## src/rtl/coh_port_enable_pkg.sv

```systemverilog
package coh_port_enable_pkg;

  // Two enable bits per port; dvm sits above snoop so the packed value
  // lines up with the control register layout (bit0 snoop, bit1 dvm).
  typedef struct packed {
    logic dvm;
    logic snoop;
  } en_pair_t;

  localparam int WIN_SHIFT      = 12;      // 4 KiB register windows
  localparam int CTRL_OFFSET    = 'h000;   // control word inside a port window
  localparam int STATUS_OFFSET  = 'h00C;   // status word inside the control window
  localparam int STATUS_BUSY_BIT = 0;

endpackage

```

## src/rtl/pcen_addr_dec.sv

```systemverilog
module pcen_addr_dec
  import coh_port_enable_pkg::*;
#(
  parameter int ADDR_W    = 16,
  parameter int NUM_PORTS = 5
) (
  input  logic [ADDR_W-1:0]    addr,
  output logic [NUM_PORTS-1:0] port_hit,
  output logic                 status_hit
);

  localparam int WIN_W = ADDR_W - WIN_SHIFT;

  logic [WIN_W-1:0]     win;
  logic [WIN_SHIFT-1:0] off;

  assign win = addr[ADDR_W-1:WIN_SHIFT];
  assign off = addr[WIN_SHIFT-1:0];

  assign status_hit = (win == '0) && (off == WIN_SHIFT'(STATUS_OFFSET));

  for (genvar i = 0; i < NUM_PORTS; i++) begin : g_hit
    assign port_hit[i] = (win == WIN_W'(i + 1)) && (off == WIN_SHIFT'(CTRL_OFFSET));
  end

endmodule

```

## src/rtl/pcen_port_agent.sv

```systemverilog
module pcen_port_agent
  import coh_port_enable_pkg::*;
#(
  parameter bit IS_LITE = 1'b0,
  parameter int CNT_W   = 4
) (
  input  logic     clk,
  input  logic     rst,
  input  logic     wr_hit,
  input  en_pair_t wr_val,
  input  logic     snp_start,
  input  logic     snp_end,
  input  logic     chg_ack,
  output logic     chg_req,
  output en_pair_t chg_val,
  output en_pair_t applied,
  output logic     pending
);

  en_pair_t         tgt_q;
  logic             queued_q;
  logic [CNT_W-1:0] cnt_q;
  en_pair_t         wr_masked;
  logic             drain_block;
  logic             issue;

  // Lite ports carry no DVM enable: the bit is dropped at capture.
  if (IS_LITE) begin : g_lite
    assign wr_masked = {1'b0, wr_val.snoop};
  end else begin : g_full
    assign wr_masked = wr_val;
  end

  // Outstanding snoop tracker; saturates at both ends.
  always_ff @(posedge clk) begin
    if (rst) begin
      cnt_q <= '0;
    end else begin
      case ({snp_start, snp_end})
        2'b10:   if (cnt_q != '1) cnt_q <= cnt_q + 1'b1;
        2'b01:   if (cnt_q != '0) cnt_q <= cnt_q - 1'b1;
        default: ;
      endcase
    end
  end

  // Switching snoops off waits for in-flight snoops to finish.
  assign drain_block = applied.snoop && !tgt_q.snoop && (cnt_q != '0);
  assign issue       = queued_q && !chg_req && !drain_block;

  always_ff @(posedge clk) begin
    if (rst) begin
      tgt_q    <= '0;
      queued_q <= 1'b0;
      chg_req  <= 1'b0;
      chg_val  <= '0;
      applied  <= '0;
    end else begin
      if (chg_req && chg_ack) begin
        applied <= chg_val;
        chg_req <= 1'b0;
      end
      if (issue) begin
        chg_req  <= 1'b1;
        chg_val  <= tgt_q;
        queued_q <= 1'b0;
      end
      // A write in the same cycle as an issue becomes the next target.
      if (wr_hit) begin
        tgt_q    <= wr_masked;
        queued_q <= 1'b1;
      end
    end
  end

  assign pending = queued_q | chg_req;

endmodule

```

## src/rtl/pcen_rd_mux.sv

```systemverilog
module pcen_rd_mux
  import coh_port_enable_pkg::*;
#(
  parameter int DATA_W    = 32,
  parameter int NUM_PORTS = 5
) (
  input  logic                 clk,
  input  logic                 rst,
  input  logic                 rd_en,
  input  logic [NUM_PORTS-1:0] port_hit,
  input  logic                 status_hit,
  input  en_pair_t             applied [NUM_PORTS],
  input  logic                 busy,
  output logic [DATA_W-1:0]    rd_data
);

  en_pair_t sel_val;

  always_comb begin
    sel_val = '0;
    for (int i = 0; i < NUM_PORTS; i++) begin
      if (port_hit[i]) sel_val = sel_val | applied[i];
    end
  end

  always_ff @(posedge clk) begin
    if (rst) begin
      rd_data <= '0;
    end else if (rd_en) begin
      rd_data <= '0;
      if (status_hit)       rd_data[STATUS_BUSY_BIT] <= busy;
      else if (|port_hit)   rd_data[1:0] <= sel_val;
    end
  end

endmodule

```

## src/rtl/coh_port_enable_ctrl.sv

```systemverilog
module coh_port_enable_ctrl
  import coh_port_enable_pkg::*;
#(
  parameter int NUM_FULL = 2,
  parameter int NUM_LITE = 3,
  parameter int CNT_W    = 4,
  parameter int ADDR_W   = 16,
  parameter int DATA_W   = 32
) (
  input  logic                         clk,
  input  logic                         rst,
  input  logic                         wr_en,
  input  logic [ADDR_W-1:0]            wr_addr,
  input  logic [DATA_W-1:0]            wr_data,
  input  logic                         rd_en,
  input  logic [ADDR_W-1:0]            rd_addr,
  output logic [DATA_W-1:0]            rd_data,
  input  logic [NUM_FULL+NUM_LITE-1:0] snp_start,
  input  logic [NUM_FULL+NUM_LITE-1:0] snp_end,
  input  logic [NUM_FULL+NUM_LITE-1:0] chg_ack,
  output logic [NUM_FULL+NUM_LITE-1:0] chg_req,
  output logic [NUM_FULL+NUM_LITE-1:0] chg_snoop,
  output logic [NUM_FULL+NUM_LITE-1:0] chg_dvm,
  output logic [NUM_FULL+NUM_LITE-1:0] snoop_en,
  output logic [NUM_FULL+NUM_LITE-1:0] dvm_en
);

  localparam int NUM_PORTS = NUM_FULL + NUM_LITE;

  logic [NUM_PORTS-1:0] wr_port_hit;
  logic                 wr_status_hit;
  logic [NUM_PORTS-1:0] rd_port_hit;
  logic                 rd_status_hit;
  logic [NUM_PORTS-1:0] pend;
  en_pair_t             applied [NUM_PORTS];
  en_pair_t             offered [NUM_PORTS];
  en_pair_t             wr_val;
  logic                 unused_wr;

  assign wr_val    = wr_data[1:0];
  assign unused_wr = ^{wr_data[DATA_W-1:2], wr_status_hit};

  pcen_addr_dec #(.ADDR_W(ADDR_W), .NUM_PORTS(NUM_PORTS)) u_wr_dec (
    .addr       (wr_addr),
    .port_hit   (wr_port_hit),
    .status_hit (wr_status_hit)
  );

  pcen_addr_dec #(.ADDR_W(ADDR_W), .NUM_PORTS(NUM_PORTS)) u_rd_dec (
    .addr       (rd_addr),
    .port_hit   (rd_port_hit),
    .status_hit (rd_status_hit)
  );

  for (genvar i = 0; i < NUM_PORTS; i++) begin : g_port
    pcen_port_agent #(.IS_LITE(i >= NUM_FULL), .CNT_W(CNT_W)) u_agent (
      .clk       (clk),
      .rst       (rst),
      .wr_hit    (wr_en && wr_port_hit[i]),
      .wr_val    (wr_val),
      .snp_start (snp_start[i]),
      .snp_end   (snp_end[i]),
      .chg_ack   (chg_ack[i]),
      .chg_req   (chg_req[i]),
      .chg_val   (offered[i]),
      .applied   (applied[i]),
      .pending   (pend[i])
    );
    assign chg_snoop[i] = offered[i].snoop;
    assign chg_dvm[i]   = offered[i].dvm;
    assign snoop_en[i]  = applied[i].snoop;
    assign dvm_en[i]    = applied[i].dvm;
  end

  pcen_rd_mux #(.DATA_W(DATA_W), .NUM_PORTS(NUM_PORTS)) u_rd_mux (
    .clk        (clk),
    .rst        (rst),
    .rd_en      (rd_en),
    .port_hit   (rd_port_hit),
    .status_hit (rd_status_hit),
    .applied    (applied),
    .busy       (|pend),
    .rd_data    (rd_data)
  );

endmodule

```

## config.mk

```make
export PLATFORM = sky130hd
export DESIGN_NAME = coh_port_enable_ctrl
export DESIGN_NICKNAME = d
export VERILOG_FILES = /design/src/rtl/coh_port_enable_pkg.sv /design/src/rtl/pcen_addr_dec.sv /design/src/rtl/pcen_port_agent.sv /design/src/rtl/pcen_rd_mux.sv /design/src/rtl/coh_port_enable_ctrl.sv
export SDC_FILE = /design/constraint.sdc
export NUM_CORES = 1
export LEC_CHECK = 0
export BUFFER_PORTS_ARGS = -buffer_cell sky130_fd_sc_hd__buf_2
export CAP_MARGIN = 30
export CELL_PAD_IN_SITES_DETAIL_PLACEMENT = 1
export CELL_PAD_IN_SITES_GLOBAL_PLACEMENT = 2
export CORE_ASPECT_RATIO = 0.8
export CORE_UTILIZATION = 26
export DETAILED_ROUTE_END_ITERATION = 10
export GPL_ROUTABILITY_DRIVEN = 1
export PLACE_DENSITY_LB_ADDON = 0.1
export SLEW_MARGIN = 20
export SYNTH_ARGS = -nofsm -noshare
export SYNTH_HDL_FRONTEND = slang
export SYNTH_HIERARCHICAL = 1
export SYNTH_SLANG_ARGS = --single-unit
```

## constraint.sdc

```tcl
create_clock -name clk -period 1.9 [get_ports clk]
set_input_delay 0.095 -clock clk [delete_from_list [all_inputs] [get_ports clk]]
set_output_delay 0.095 -clock clk [all_outputs]
set_load 0.1 [all_outputs]
```

==> results.tsv, run 1 <==
metric	value	unit
area of combinational cells with multiple inputs	1916	sq um
x dimension of the die	125.2	microns
vias in the first global route	2702	
post-synthesis to final-layout area growth	19.26	%
Final WS setup	0.3313	ns
maximum number of pins on one net before global-route repair	25	
# H-tree levels	2	
leakage power summed over all cells	1.525	nW
first-pass iteration count of the detailed router	7	
library cell contributing the largest single delay on the critical path	dfxtp_1	
Storage cell area	1061	sq um
number of antenna violations at the first check in global routing	0	
peak ir drop on the vdd network	322.8	uV
number of filler cells placed in the layout	1395	
Critical Path RT	2.08	ns
critical path's largest stage delay	0.47	ns
Hold Startpoint	rst	
cts bufs inserted	5	
CTS tree	done	
kind of path behind the tightest hold check	in2reg	
GRT Residual Overflow	0	
terminus of the critical flop-to-flop path	g_port[2].u_agent/cnt_q[2]	
register-to-register setup slack	0.33	ns
post-CTS clock slew at the launch and capture registers of the worst setup and hold paths	0.07	ns
CTS sink cnt	53	
kind of end point of the critical path	flop	
Routed WL per cell	13.49	microns
net switching power	0.9883	mW
maximum fanout encountered on the critical timing path	6	
cell-by-cell trace of the critical path	xnor2_1 > ha_1 > nor4_2 > a21oi_2 > mux2_4	
Worst Clk Skew	0.005306	ns
quantity of hold-fixing buffers added after cts	0	
Clock Tree Root	clkbuf_16	
post-layout net count	542	
violated checks	design-rule violations	
sequential share of power	0.412	
syn_area_per_cell	8.351	sq um
antenna cell count	0	
number of vias after detailed routing	2811	
hold violation total from the final report	0	
worst slew pin tran	0.5117	ns
worst hold margin	0.07467	ns
maximum clock insertion buffer count	2	
Critical Path Start Type	flop	
GRT Overall Usage	0.1326	
# Post-CTS Setup Buffers	0	
final total negative setup slack	0	ns
die area	12590	sq um
max_cap viols	0	
Remaining DRCs	16	
effective utilization at floorplan	0.2710	
Routed Wire Length	8.132	mm
final max-slew violation count	0	
setup repair after global routing missed its margin	false	
Final period util	0.8256	
proportion of power drawn by the clock network	0.362	
mapped cell area	3157	sq um
gate count of the mapped netlist	378	
Data arrival, critical path	1.75	ns
worst r2r path cells	5	
clock latency at the later pin of the worst-skew pair	0.29	ns
I/O pin count	140	
Crit Reg-Reg Startpoint	g_port[2].u_agent/cnt_q[1]	
Final GP Congestion	0.7565	
utilization of the core after routing	0.3232	
Sw Share	0.3323	
category of the critical setup timing path	reg2reg	
post-route antenna net violation count	0	
number of instances on the worst hold path	2	
drt initial violations	165	
share of layout cells above drive strength 1	0.2527	
Pwr per Cell Area	789.9	nW/um^2
Slew headroom	0.6612	
count of warnings emitted by yosys	6	
Comb pwr share	0.225	
IO Port Bufs	73	
count of endpoints failing setup in the final report	0	
DP HPWL	6.439	mm
die extent in y	100.6	microns
post-cts resize count	0	
Int Pwr	1.986	mW
count of standard-cell rows	35	
status	finished, violations left	
worst setup slack before clock tree synthesis	0.2709	ns
wire length of the first global-routing pass	13.37	mm
f_max	0.6375	GHz
mean number of vias per cell	4.662	
Final min period	1.569	ns
placeable core region	11650	sq um
endpoint of the worst hold path	g_port[1].u_agent/applied[0]	
==> stage by stage <==
stage / total power, mW / cell area [sq um] / instances
final: 2.974 / 3765 / 603
after global routing: 3.132 / 3765 / 603
after CTS: 3.022 / 3765 / 603
after detailed placement: 1.924 / 3588 / 595
after global placement: 1.914 / 3588 / 595
after floorplan: 1.829 / 3277 / 410
==> worst max-delay path by stage <==
stage                     slack (ns)                          from  depth (start not counted)                           end
after floorplan                 0.18  g_port[1].u_agent/applied[0]                          4  g_port[1].u_agent/chg_val[1]
after global placement          0.30                    rd_addr[1]                          7           u_rd_mux/rd_data[1]
after detailed placement        0.27                    rd_addr[1]                          7           u_rd_mux/rd_data[1]
after CTS                       0.33    g_port[2].u_agent/cnt_q[1]                          5    g_port[2].u_agent/cnt_q[2]
after global routing            0.21    g_port[4].u_agent/cnt_q[1]                          5    g_port[4].u_agent/cnt_q[2]
final                           0.33    g_port[2].u_agent/cnt_q[1]                          5    g_port[2].u_agent/cnt_q[2]
==> registers in the layout, indices dropped and copies added (netlist names) <==
name                     count
g_port.u_agent/queued_q      5
g_port.u_agent/tgt_q         7
g_port.u_agent/chg_req       5
g_port.u_agent/cnt_q        20
g_port.u_agent/chg_val       7
u_rd_mux/rd_data             2
g_port.u_agent/applied       7
==> cell type report <==
class	count	share of cell area
tap	148	0.04919
multi-input combinational	313	0.5088
sequential	53	0.2818
clock inverter	2	0.009970
inverter	3	0.002991
clock buffer	6	0.03689
timing repair buffer	78	0.1103
==> cell usage in the layout (no fill, tap or decap), drive strengths merged, types with 3 or more instances in the layout <==
master	instances
o21bai	5
a31oi	5
nand4b	3
inv	3
and2	5
nand3	16
dfxtp	53
o21ai	5
nand2	22
ha	5
or3	5
mux2	5
buf	78
a32oi	5
nor3	15
nor2b	15
conb	36
mux2i	9
a22oi	6
or2	5
o22ai	6
xnor2	10
nand2b	20
nor4	14
nor2	53
a21oi	28
clkbuf	6
and4	5
==> routing by layer <==
metal	up-vias	track usage	wire length [microns]
met5	-	0	0
met4	0	0.03377	61
met3	5	0.03291	571
met2	89	0.2063	3420
met1	1289	0.1831	4078
li1	1428	-	-
==> critical path, delay by kind of cell, from the launching register on <==
family / cells / cell delay, ns
DFF: 1 / 0.47
xor gates and xnor gates: 1 / 0.12
muxes: 1 / 0.30
and+or+nand+nor: 1 / 0.28
adders and majority gates: 1 / 0.22
AOI/OAI and AO/OA: 1 / 0.07
==> power groups by stage <==
stage	registers [mW]	logic, mW	clock network (mW)
after floorplan	1.23	0.599	0
after global placement	1.25	0.666	0
after detailed placement	1.25	0.673	0
after CTS	1.23	0.675	1.12
after global routing	1.24	0.722	1.17
final	1.23	0.670	1.08
(Power assumes the default switching activity.)
==> run 2, diff against run 1 <==
--- a/config.mk
+++ b/config.mk
@@ -10,7 +10,7 @@
 export CELL_PAD_IN_SITES_DETAIL_PLACEMENT = 1
 export CELL_PAD_IN_SITES_GLOBAL_PLACEMENT = 2
 export CORE_ASPECT_RATIO = 0.8
-export CORE_UTILIZATION = 26
+export CORE_UTILIZATION = 23
 export DETAILED_ROUTE_END_ITERATION = 10
 export GPL_ROUTABILITY_DRIVEN = 1
 export PLACE_DENSITY_LB_ADDON = 0.1
==> constraint.sdc (replaced) <==
create_clock -name clk -period 1.4 [get_ports clk]
set_input_delay 0.07 -clock clk [delete_from_list [all_inputs] [get_ports clk]]
set_output_delay 0.07 -clock clk [all_outputs]
set_load 0.1 [all_outputs]
==> results.tsv, run 2 (synthesized netlist as in run 1, its figures left out) <==
metric	value	unit	change
Data arrival, critical path	1.57	ns	-0.18 ns
IO Port Bufs	73		unchanged
post-layout net count	582		+7.4%
setup repair after global routing missed its margin	true		
wire length of the first global-routing pass	14.31	mm	+7.0%
Hold Startpoint	chg_ack[3]		
commonest non-fill, non-tap cell in the layout	buf_2		
maximum number of pins on one net before global-route repair	53		+110%
Worst Clk Skew	0.005414	ns	+0.0001079 ns
terminus of the critical flop-to-flop path	g_port[1].u_agent/cnt_q[2]		
post-place instance area	3948	sq um	+10%
effective utilization at floorplan	0.2410		-0.03005
kind of path behind the tightest hold check	in2reg		
utilization of the core after routing	0.3216		-0.001646
hold violation total from the final report	0		unchanged
share of layout cells above drive strength 1	0.3785		+0.1258
Final Cell Area	4213	sq um	+12%
Critical Path Start Type	flop		
kind of end point of the critical path	flop		
register with the highest flop count	g_port.u_agent/cnt_q		
worst r2r path cells	5		unchanged
drt initial violations	93		-44%
status	completed		
clock latency at the later pin of the worst-skew pair	0.29	ns	about the same
Routed Wire Length	8.606	mm	+5.8%
GRT Residual Overflow	0		unchanged
max_cap viols	0		unchanged
Routed WL per cell	12.86	microns	-4.6%
CTS sink cnt	53		unchanged
Slew headroom	0.6542		-0.006959
Remaining DRCs	0		-16
vias in the first global route	2876		+6.4%
Pwr per Cell Area	956.2	nW/um^2	+21%
post-synthesis to final-layout area growth	33.45	%	
Critical Path RT	1.57	ns	-0.51 ns
Final GP Congestion	0.7748		+2.4%
Final min period	1.392	ns	-0.1772 ns
CTS tree	done		
Clock Tree Root	clkbuf_16		
# H-tree levels	2		unchanged
count of standard-cell rows	37		+5.7%
leakage power summed over all cells	1.753	nW	+15%
GRT Overall Usage	0.1255		-0.007131
max FFs per register	20		unchanged
x dimension of the die	133.0	microns	+6.2%
maximum clock insertion buffer count	2		unchanged
post-route antenna net violation count	0		unchanged
final max-slew violation count	0		unchanged
quantity of hold-fixing buffers added after cts	0		unchanged
mean number of vias per cell	4.490		-3.7%
die area	14200	sq um	+13%
placeable core region	13100	sq um	+12%
worst slew pin tran	0.5222	ns	+0.01051 ns
f_max	0.7186	GHz	+13%
number of vias after detailed routing	3004		+6.9%
count of endpoints failing setup in the final report	0		unchanged
maximum fanout encountered on the critical timing path	2		-4
Final period util	0.9939		+0.1683
highest-count cells in the layout ignoring fill and taps	73 x buf_2, 53 x nor2_1, 42 x buf_4, 36 x conb_1, 30 x dfxtp_1		
number of antenna violations at the first check in global routing	0		unchanged
source of the critical timing path	g_port[1].u_agent/cnt_q[1]		
cts bufs inserted	5		unchanged
I/O pin count	140		unchanged
number of filler cells placed in the layout	1565		+12%
endpoint of the worst setup timing path	g_port[1].u_agent/cnt_q[2]		
antenna cell count	0		unchanged
die extent in y	106.8	microns	+6.2%
peak ir drop on the vdd network	421.4	uV	+31%
Crit Reg-Reg Startpoint	g_port[1].u_agent/cnt_q[1]		
category of the critical setup timing path	reg2reg		
first-pass iteration count of the detailed router	4		-3
DP HPWL	6.845	mm	+6.3%
post-CTS clock slew at the launch and capture registers of the worst setup and hold paths	0.07	ns	about the same
register-to-register setup slack	0.008	ns	-0.32 ns
-- run 2: changes by cell type in the layout (fill, tap and decap cells not counted), sizes merged --
cell      previous run  this run
buf                 78       118
bufinv               1         0
clkbuf               6         7
clkinvlp             1         0
-- run 2: metrics by stage --
step | instances | setup TNS (ns) | power, mW | hold slack [ns] | setup slack (ns)
floorplan | 410 | 0 | 2.485 | 0.1324 | 0.004802
global placement | 661 | -0.7708 | 2.721 | 0.3515 | -0.1267
detailed placement | 661 | -1.127 | 2.736 | 0.3580 | -0.1517
CTS | 668 | -0.03735 | 4.045 | 0.04137 | -0.02027
global route | 669 | -0.3286 | 4.269 | 0.05562 | -0.07423
finish | 669 | 0 | 4.028 | 0.05688 | 0.008483
-- run 2: worst min path at each step --
stage,endpoint,slack (ns),cells after the start
after global placement,g_port[4].u_agent/applied[0],0.35,3
after detailed placement,g_port[4].u_agent/applied[0],0.36,3
final,g_port[3].u_agent/chg_req,0.06,3
after CTS,g_port[4].u_agent/applied[0],0.04,3
after global routing,g_port[4].u_agent/applied[0],0.06,3
after floorplan,u_rd_mux/rd_data[1],0.13,1
-- run 2: layer usage --
metal | share of wire | GRT usage | vias up
met5 | 0 | 0 | -
met4 | 0.0091 | 0.03202 | 0
met3 | 0.050 | 0.03073 | 8
met2 | 0.45 | 0.2027 | 66
met1 | 0.49 | 0.1666 | 1419
li1 | - | - | 1511
-- run 2: critical path: stages (launching register included) --
cell and delay, ns:
dfxtp_2 0.33, xnor2_2 0.13, ha_2 0.18, nor4_2 0.26, a21oi_1 0.07, mux2_1 0.31
-- run 2: power by group --
part	internal, mW	switching, mW	total, mW
Clock	0.704	0.542	1.25
Combinational	0.391	0.744	1.14
Sequential	1.56	0.0837	1.65
Total	2.66	1.37	4.03
-- run 2: final cells by class --
class                           count  area, sq um  area share
Timing Repair Buffer              118        732.0      0.1737
Sequential cell                    53         1090      0.2587
Multi-Input combinational cell    313         2018      0.4791
Inverter                            3        11.26    0.002673
Tap cell                          175        219.0     0.05198
Clock buffer                        7        142.6     0.03386
-- run 2: repair_timing --
action                                  4_1_cts  5_1_grt
gates resized for setup                       7       18
setup buffers                                 0        1
endpoints found under the setup margin       10       18
pin swaps                                     5        8
cloned                                        0        0
==> run 3, diff against run 2 <==
--- a/config.mk
+++ b/config.mk
@@ -9,7 +9,7 @@
 export CAP_MARGIN = 30
 export CELL_PAD_IN_SITES_DETAIL_PLACEMENT = 1
 export CELL_PAD_IN_SITES_GLOBAL_PLACEMENT = 2
-export CORE_ASPECT_RATIO = 0.8
+export CORE_ASPECT_RATIO = 1.1
 export CORE_UTILIZATION = 23
 export DETAILED_ROUTE_END_ITERATION = 10
 export GPL_ROUTABILITY_DRIVEN = 1
==> results.tsv, run 3 (synthesized netlist as in run 1, its figures left out) <==
metric	value	unit	change
first-pass iteration count of the detailed router	4		unchanged
critical path's largest stage delay	0.37	ns	+0.04 ns
Critical Path Start Type	flop		
count of endpoints failing setup in the final report	0		unchanged
library cell contributing the largest single delay on the critical path	dfxtp_4		
net switching power	1.426	mW	+4.1%
proportion of power drawn by the clock network	0.369		+0.060
kind of end point of the critical path	flop		
category of cells accounting for the largest share of critical-path delay	flip-flops		
final max-slew violation count	0		unchanged
Final period util	0.9879		-0.006010
status	completed		
number of vias after detailed routing	2975		-0.97%
mean number of vias per cell	4.375		-2.6%
Data arrival, critical path	1.57	ns	about the same
register-to-register setup slack	0.02	ns	about the same
IO Port Bufs	73		unchanged
Critical Path RT	1.58	ns	about the same
cell-by-cell trace of the critical path	xnor2_2 > ha_2 > buf_4 > a21oi_1 > mux2_1		
maximum clock insertion buffer count	2		unchanged
highest-count cells in the layout ignoring fill and taps	73 x buf_2, 52 x nor2_1, 45 x buf_4, 36 x conb_1, 27 x dfxtp_1		
max FFs per register	20		unchanged
f_max	0.7230	GHz	+0.61%
GRT Residual Overflow	0		unchanged
number of filler cells placed in the layout	1661		+6.1%
buffers plus inverters on the worst setup path	1		+1
source of the critical timing path	g_port[0].u_agent/cnt_q[1]		
Pwr per Cell Area	1031	nW/um^2	+7.9%
kind of path behind the tightest hold check	in2reg		
Crit Reg-Reg Startpoint	g_port[0].u_agent/cnt_q[1]		
register with the highest flop count	g_port.u_agent/cnt_q		
endpoint of the worst setup timing path	g_port[0].u_agent/cnt_q[2]		
commonest non-fill, non-tap cell in the layout	buf_2		
share of layout cells above drive strength 1	0.3851		+0.006538
x dimension of the die	113.7	microns	-14%
die extent in y	124.9	microns	+17%
vias in the first global route	2922		+1.6%
CTS sink cnt	53		unchanged
cts bufs inserted	5		unchanged
Comb pwr share	0.256		-0.026
effective utilization at floorplan	0.2369		-0.004005
count of standard-cell rows	44		+19%
worst setup slack before clock tree synthesis	-0.1639	ns	-0.01224 ns
die area	14200	sq um	about the same
Final WS setup	0.01690	ns	+0.008413 ns
placeable core region	13320	sq um	+1.7%
sequential share of power	0.375		-0.034
worst r2r path cells	5		unchanged
maximum number of pins on one net before global-route repair	25		-53%
antenna cell count	0		unchanged
Clock Tree Root	clkbuf_16		
number of antenna violations at the first check in global routing	1		+1
max_cap viols	0		unchanged
leakage power summed over all cells	1.776	nW	+1.3%
Final GP Congestion	0.7363		-5.0%
hold violation total from the final report	0		unchanged
post-layout net count	583		+0.17%
total number of cells along the worst setup path	5		unchanged
setup repair after global routing missed its margin	true		
Remaining DRCs	0		unchanged
terminus of the critical flop-to-flop path	g_port[0].u_agent/cnt_q[2]		
drt initial violations	50		-46%
category of the critical setup timing path	reg2reg		
DP HPWL	6.694	mm	-2.2%
post-synthesis to final-layout area growth	35.04	%	
# H-tree levels	2		unchanged
wire length of the first global-routing pass	13.90	mm	-2.9%
Sw Share	0.3243		-0.01566
GRT Overall Usage	0.1233		-0.002180
post-CTS clock slew at the launch and capture registers of the worst setup and hold paths	0.07	ns	about the same
I/O pin count	140		unchanged
CTS tree	done		
clock latency at the later pin of the worst-skew pair	0.30	ns	about the same
Final min period	1.383	ns	-0.008413 ns
utilization of the core after routing	0.3200		-0.001589
Routed WL per cell	12.36	microns	-3.9%
Int Pwr	2.971	mW	+12%
post-route antenna net violation count	0		unchanged
peak ir drop on the vdd network	529.3	uV	+26%
Routed Wire Length	8.405	mm	-2.3%
Worst Clk Skew	0.004280	ns	-0.001133 ns
maximum fanout encountered on the critical timing path	5		+3
-- run 3: worst min-delay path by stage --
stage                          start                    endpoint  slack (ns)  cells past startpoint
after floorplan                  rst         u_rd_mux/rd_data[1]        0.13                      1
after global placement    wr_data[1]  g_port[0].u_agent/tgt_q[1]        0.33                      3
after detailed placement  wr_data[1]  g_port[1].u_agent/tgt_q[1]        0.34                      3
after CTS                 wr_data[1]  g_port[1].u_agent/tgt_q[1]        0.01                      3
after global routing      wr_data[1]  g_port[0].u_agent/tgt_q[1]        0.04                      3
final                     wr_data[1]  g_port[1].u_agent/tgt_q[1]        0.02                      3
-- run 3: per-stage QoR --
step / hold slack [ns] / instance area (sq um) / instances / setup TNS, ns / power [mW]
3_3_place_gp: 0.3263 / 3954 / 671 / -0.5730 / 2.721
4_1_cts: 0.01202 / 4177 / 680 / -0.03919 / 4.426
2_1_floorplan: 0.1324 / 3297 / 410 / 0 / 2.485
6_report: 0.02230 / 4263 / 680 / 0 / 4.396
3_5_place_dp: 0.3398 / 3954 / 671 / -0.9761 / 2.733
5_1_grt: 0.03500 / 4263 / 680 / -0.1431 / 4.628
-- run 3: tightest hold or removal path, delay by kind of cell --
kind                   cells  cell delay (ns)
buffers and inverters      1             0.09
muxes                      1             0.06
and+or+nand+nor            1             0.07
-- run 3: final cells by class --
| class | instances | area [sq um] | area share |
|---|---|---|---|
| multi-input cells | 313 | 2012 | 0.4720 |
| flip-flops and latches | 53 | 1096 | 0.2571 |
| repair buffers | 119 | 723.2 | 0.1697 |
| well taps | 184 | 230.2 | 0.05401 |
| clock buffers | 5 | 125.1 | 0.02935 |
| clock inverters | 3 | 65.06 | 0.01526 |
| inverters | 3 | 11.26 | 0.002642 |
-- run 3: power by group through the flow --
stage	Sequential, mW	Clock (mW)	Combinational, mW
3_3_place_gp	1.67	0	1.06
4_1_cts	1.63	1.71	1.08
5_1_grt	1.66	1.75	1.22
3_5_place_dp	1.67	0	1.07
2_1_floorplan	1.67	0	0.813
6_report	1.65	1.62	1.12
-- run 3: timing repair --
action / in CTS / in global routing
setup endpoints to repair: 7 / 25
setup buffers: 1 / 0
gates resized for setup: 8 / 19
hold buffers: 0 / 0
pin swaps: 4 / 5
-- run 3: routing by layer --
metal / vias to the layer above / part of all wire / global-route usage
met2: 74 / 0.46 / 0.2012
li1: 1512 / - / -
met1: 1383 / 0.47 / 0.1547
met5: - / 0 / 0
met4: 0 / 0.012 / 0.03715
met3: 6 / 0.058 / 0.03698
